[src/rtl/xdp_pkg.sv]
package xdp_pkg;
  localparam int unsigned N_W   = 16;
  localparam int unsigned N_RST = 317;
  localparam int unsigned N_DIV = 2;  // index 0: n+1 divider, index 1: n-1 divider
endpackage

[src/rtl/xdp_half_div.sv]
module xdp_half_div #(
  parameter int unsigned NW = 16
) (
  input  logic          clk_i,
  input  logic          rst_ni,
  input  logic          en_i,
  input  logic [NW-1:0] reload_i,
  output logic          wrap_o,
  output logic          clk_o
);
  logic [NW-1:0] cnt_q;
  logic          hit;

  assign hit    = (cnt_q == reload_i);
  assign wrap_o = en_i & hit;

  always_ff @(posedge clk_i or negedge rst_ni) begin
    if (!rst_ni) begin
      cnt_q <= '0;
      clk_o <= 1'b0;
    end else if (!en_i) begin
      cnt_q <= '0;
      clk_o <= 1'b0;
    end else if (hit) begin
      cnt_q <= '0;
      clk_o <= ~clk_o;
    end else begin
      cnt_q <= cnt_q + NW'(1);
    end
  end
endmodule

[src/rtl/xdp_n_ctrl.sv]
module xdp_n_ctrl #(
  parameter int unsigned NW     = 16,
  parameter int unsigned N_INIT = 317
) (
  input  logic          clk_i,
  input  logic          rst_ni,
  input  logic          en_i,
  input  logic          align_i,
  input  logic [NW-1:0] n_i,
  output logic [NW-1:0] n_act_o,
  output logic          err_o
);
  logic [NW-1:0] pend_q, nxt;
  logic          n_ok;

  assign n_ok = n_i[0] & (n_i >= NW'(3));
  assign nxt  = n_ok ? n_i : pend_q;

  always_ff @(posedge clk_i or negedge rst_ni) begin
    if (!rst_ni) begin
      pend_q  <= NW'(N_INIT);
      n_act_o <= NW'(N_INIT);
      err_o   <= 1'b0;
    end else begin
      pend_q <= nxt;
      err_o  <= ~n_ok;
      // adopt only when stopped or at a common low-low restart
      if (!en_i || align_i) n_act_o <= nxt;
    end
  end
endmodule

[src/rtl/xor_dither_pwm.sv]
module xor_dither_pwm #(
  parameter int unsigned NW     = xdp_pkg::N_W,
  parameter int unsigned N_INIT = xdp_pkg::N_RST
) (
  input  logic          clk_i,
  input  logic          rst_ni,
  input  logic          en_i,
  input  logic [NW-1:0] n_i,
  output logic          clk_a_o,
  output logic          clk_b_o,
  output logic          pwm_o,
  output logic          period_stb_o,
  output logic          n_err_o
);
  localparam int unsigned ND = xdp_pkg::N_DIV;

  logic [NW-1:0] n_act;
  logic [NW-1:0] reload [ND];
  logic [ND-1:0] wrap, div_clk;
  logic          align;

  // half-period reload = (n + 1 - 2*i)/2 - 1 = (n - (2*i+1)) / 2
  always_comb begin
    for (int i = 0; i < ND; i++) reload[i] = (n_act - NW'(2*i+1)) >> 1;
  end

  for (genvar g = 0; g < ND; g++) begin : g_div
    xdp_half_div #(.NW(NW)) u_div (
      .clk_i    (clk_i),
      .rst_ni   (rst_ni),
      .en_i     (en_i),
      .reload_i (reload[g]),
      .wrap_o   (wrap[g]),
      .clk_o    (div_clk[g])
    );
  end

  // both wrap while both high: next state is the in-phase start
  assign align = (&wrap) & (&div_clk);

  xdp_n_ctrl #(.NW(NW), .N_INIT(N_INIT)) u_nctl (
    .clk_i   (clk_i),
    .rst_ni  (rst_ni),
    .en_i    (en_i),
    .align_i (align),
    .n_i     (n_i),
    .n_act_o (n_act),
    .err_o   (n_err_o)
  );

  assign clk_a_o      = div_clk[0];
  assign clk_b_o      = div_clk[1];
  assign pwm_o        = div_clk[0] ^ div_clk[1];
  assign period_stb_o = align;
endmodule

[config.mk]
export PLATFORM = sky130hd
export DESIGN_NAME = xor_dither_pwm
export DESIGN_NICKNAME = d
export VERILOG_FILES = /design/src/rtl/xdp_pkg.sv /design/src/rtl/xdp_half_div.sv /design/src/rtl/xdp_n_ctrl.sv /design/src/rtl/xor_dither_pwm.sv
export SDC_FILE = /design/constraint.sdc
export NUM_CORES = 1
export LEC_CHECK = 0
export BUFFER_PORTS_ARGS = -buffer_cell sky130_fd_sc_hd__buf_4
export CAP_MARGIN = 20
export CORE_MARGIN = 2
export CORE_UTILIZATION = 25
export CTS_BUF_LIST = sky130_fd_sc_hd__clkbuf_16
export DETAILED_ROUTE_END_ITERATION = 16
export PLACE_DENSITY = 0.43
export SYNTH_ARGS = -nofsm -noshare
export SYNTH_HDL_FRONTEND = slang
export SYNTH_HIERARCHICAL = 1
export SYNTH_SLANG_ARGS = --single-unit
[constraint.sdc]
create_clock -name clk_i -period 4.4 [get_ports clk_i]
set_input_delay 0.66 -clock clk_i [delete_from_list [all_inputs] [get_ports clk_i]]
set_output_delay 0.66 -clock clk_i [all_outputs]
set_load 0.01 [all_outputs]
==> results.json <==
{
  "status": "finished clean",
  "regArea_um2": 1690,
  "grt_usage": 0.120,
  "synthArstFlopShare": 1.00,
  "synth_cell_type_count": 42,
  "critPathSlowestCell": "nor4_4",
  "finalHoldViolCount": 0,
  "ys_seq_elements": 67,
  "fin_hold_ws_ps": 450,
  "diodes": 0,
  "fin_setup_tns_ps": 0,
  "die-area_um2": 18600,
  "synth_area_um2": 4380,
  "hpwl_um": 7590,
  "post-route-min-period_ps": 4090,
  "finalMaxSlewViolations": 0,
  "clk_pin_slew_worst_paths_ps": 60,
  "synth_ff_type": "dfrtp_1",
  "drt-vias-per-instance": 4.57,
  "final_antenna_net_count": 0,
  "numClockSinks": 67,
  "rsz0062_at_grt": "no",
  "r2r_setup_slack_ps": 620,
  "port_buffers": 23,
  "critPathTopFamily": "simple AND/OR/NAND/NOR gates",
  "syn_inst": 446,
  "gp_congestion": 0.824,
  "antenna_found_initial": 0,
  "drive_gt1_frac": 0.228,
  "die_w_um": 136,
  "drt-initial-drc-count": 121,
  "grt-ovfl-total": 0,
  "num_vias": 3174,
  "cts_max_path_buffers": 2,
  "worstPathCellList": "nor4_4 > nand4_1 > xnor2_1 > xnor2_1 > nand4_1 > nor4_1 > and2_1 > and3_1 > buf_4",
  "synth_edf_count": 0,
  "start_util": 0.255,
  "cp_max_fo": 10,
  "fin_util": 0.292,
  "multi_input_area_um2": 2450,
  "place_inst": 678,
  "core.rowCount": 48,
  "area_growth_syn_to_layout_pct": 14.5,
  "numCtsBuffers": 9,
  "cp.arrival_ps": 3430,
  "coreArea_um2": 17200,
  "dr.pass1.iters": 4,
  "stdcell_count": 694,
  "worst_slew_pin_slew_ps": 895,
  "ctsRootBufferMaster": "clkbuf_16",
  "fin_skew_ps": 8.17,
  "fillCellCount": 1884,
  "crit_buf_inv": 1,
  "fin_nets": 488,
  "cp-start-kind": "flip-flop",
  "r2r_start": "u_nctl/n_act_o[6]$_DFFE_PN0P_",
  "ios": 24,
  "avgSynthCellArea_um2": 9.81,
  "min_period_over_period": 0.929,
  "p_leak_nw": 1.86,
  "clock.fmax_mhz": 245,
  "cts_tree": "done",
  "r2r-end": "u_nctl/n_act_o[13]$_DFFE_PN0P_",
  "clk_latency_ps": 330,
  "grt_pass1_wl_um": 17400,
  "worstPathRequired_ps": 3740,
  "cp_num_cells": 9,
  "ir_worst_vdd_mv": 0.177,
  "preCtsSetupSlack_ps": 487,
  "worstSetupEndpointType": "primary output",
  "cap_viol_max_count": 0,
  "die_h_um": 136,
  "seq_area_frac_synth": 0.387,
  "cts_max_level": 3,
  "wl_per_cell_um": 14.9,
  "power.density_nw_per_um2": 335,
  "grt_pass1_vias": 3240,
  "wirelength_um": 10400,
  "cpPeakStageDelay_ps": 560,
  "holdCritPathClass": "input port to asynchronous set/reset pin",
  "reg2reg_depth": 12,
  "setup_viol": 0,
  "layout_setup_ws_ps": 312,
  "relSlewSlack": 0.401,
  "timing_worst_setup_path_type": "flip-flop to primary output",
  "grt_start_max_net_pins": 68,
  "drc_errors": 0,
  "synth_warnings": 6
}
synthesized netlist by cell type (11+ instances only):
| master | instances | area, µm² |
|---|---|---|
| and2_1 | 14 | 87.6 |
| nor4_1 | 11 | 68.8 |
| dfrtp_1 | 55 | 1380 |
| nor2_1 | 43 | 161 |
| nand3_1 | 16 | 80.1 |
| nor3_1 | 24 | 120 |
| inv_1 | 26 | 97.6 |
| o31ai_1 | 15 | 113 |
| nand2_1 | 16 | 60.1 |
| or3b_2 | 15 | 131 |
| xnor2_1 | 80 | 701 |
| dfstp_2 | 12 | 315 |
| nand4_1 | 20 | 125 |
flip-flops by register name, summed over array words and instances, names as in the netlist:
| register | count |
|---|---|
| g_div.u_div/clk_o | 2 |
| g_div.u_div/cnt_q | 32 |
| u_nctl/n_act_o | 16 |
| u_nctl/pend_q | 16 |
| u_nctl/err_o | 1 |
report_power, final:
part | switching, mW | internal, mW | leakage [nW]
combinational | 0.136 | 0.123 | 0.867
sequential | 0.0655 | 0.660 | 0.845
clock | 0.265 | 0.431 | 0.145
how the worst max path moves through the flow:
stage / startpoint / to / slack [ps]
floorplan: u_nctl/n_act_o[6]$_DFFE_PN0P_ / u_nctl/n_act_o[10]$_DFFE_PN0P_ / 1300
global route: u_nctl/n_act_o[7]$_DFFE_PN0P_ / period_stb_o / 100
detailed placement: u_nctl/n_act_o[6]$_DFFE_PN0P_ / u_nctl/n_act_o[14]$_DFFE_PN0P_ / 490
finish: u_nctl/n_act_o[6]$_DFFE_PN0P_ / period_stb_o / 310
CTS: u_nctl/n_act_o[6]$_DFFE_PN0P_ / period_stb_o / 160
global placement: u_nctl/n_act_o[6]$_DFFE_PN0P_ / period_stb_o / 580
placed cells by master (no fill, tap or decap), types with 3 or more instances in the layout:
cell type / n
dfstp_2: 12
nand4_1: 20
and2_1: 14
and2_2: 3
nor4_1: 10
a21oi_2: 10
xnor2_1: 80
inv_1: 27
o21bai_2: 9
nand2b_1: 4
or3b_2: 15
clkbuf_16: 9
ha_1: 5
nor4_4: 6
dfrtp_1: 55
o21bai_1: 6
a21oi_1: 8
buf_4: 26
o31ai_1: 15
nand2_1: 16
nor2_1: 43
nand3_1: 16
xor2_1: 6
nor3_1: 24
cells by family (layout without fill, tap and decap cells):
logic type / after synthesis / in the layout / share of synthesized area
and+or+nand+nor: 183 / 183 / 0.253
xor gates and xnor gates: 86 / 86 / 0.172
DFF: 67 / 67 / 0.387
AOI/OAI and AO/OA: 54 / 54 / 0.113
buffers and inverters: 48 / 70 / 0.0557
adders and majority gates: 5 / 5 / 0.0143
muxes: 2 / 2 / 0.00457
other: 1 / 2 / 0.000857
final cells by class:
type                       instances  area share
tap                              225      0.0562
timing repair buffer              26      0.0389
clock buffer                       9      0.0449
clock inverter                     7      0.0120
inverter                          28      0.0210
sequential                        67       0.337
multi-input combinational        332       0.490
repair_timing:
item / in CTS / in global routing
hold buffers: 0 / 0
setup endpoints to repair: 0 / 1
resized for setup: 0 / 1
buffers inserted: 0 / 0
metrics by stage:
step                instance area [µm²]  total power [mW]
detailed placement                 4720             0.998
finish                             5010              1.68
global route                       5010              1.77
global placement                   4720             0.996
floorplan                          4380             0.912
CTS                                5010              1.71
metal layers:
metal,global-route usage,vias up,share of wire
met2,0.196,38,0.48
met1,0.164,1549,0.49
met4,0.0226,0,0.0068
met5,0,-,0
li1,-,1579,-
met3,0.0268,8,0.027
No activity file was read; power rests on OpenSTA's default activity.
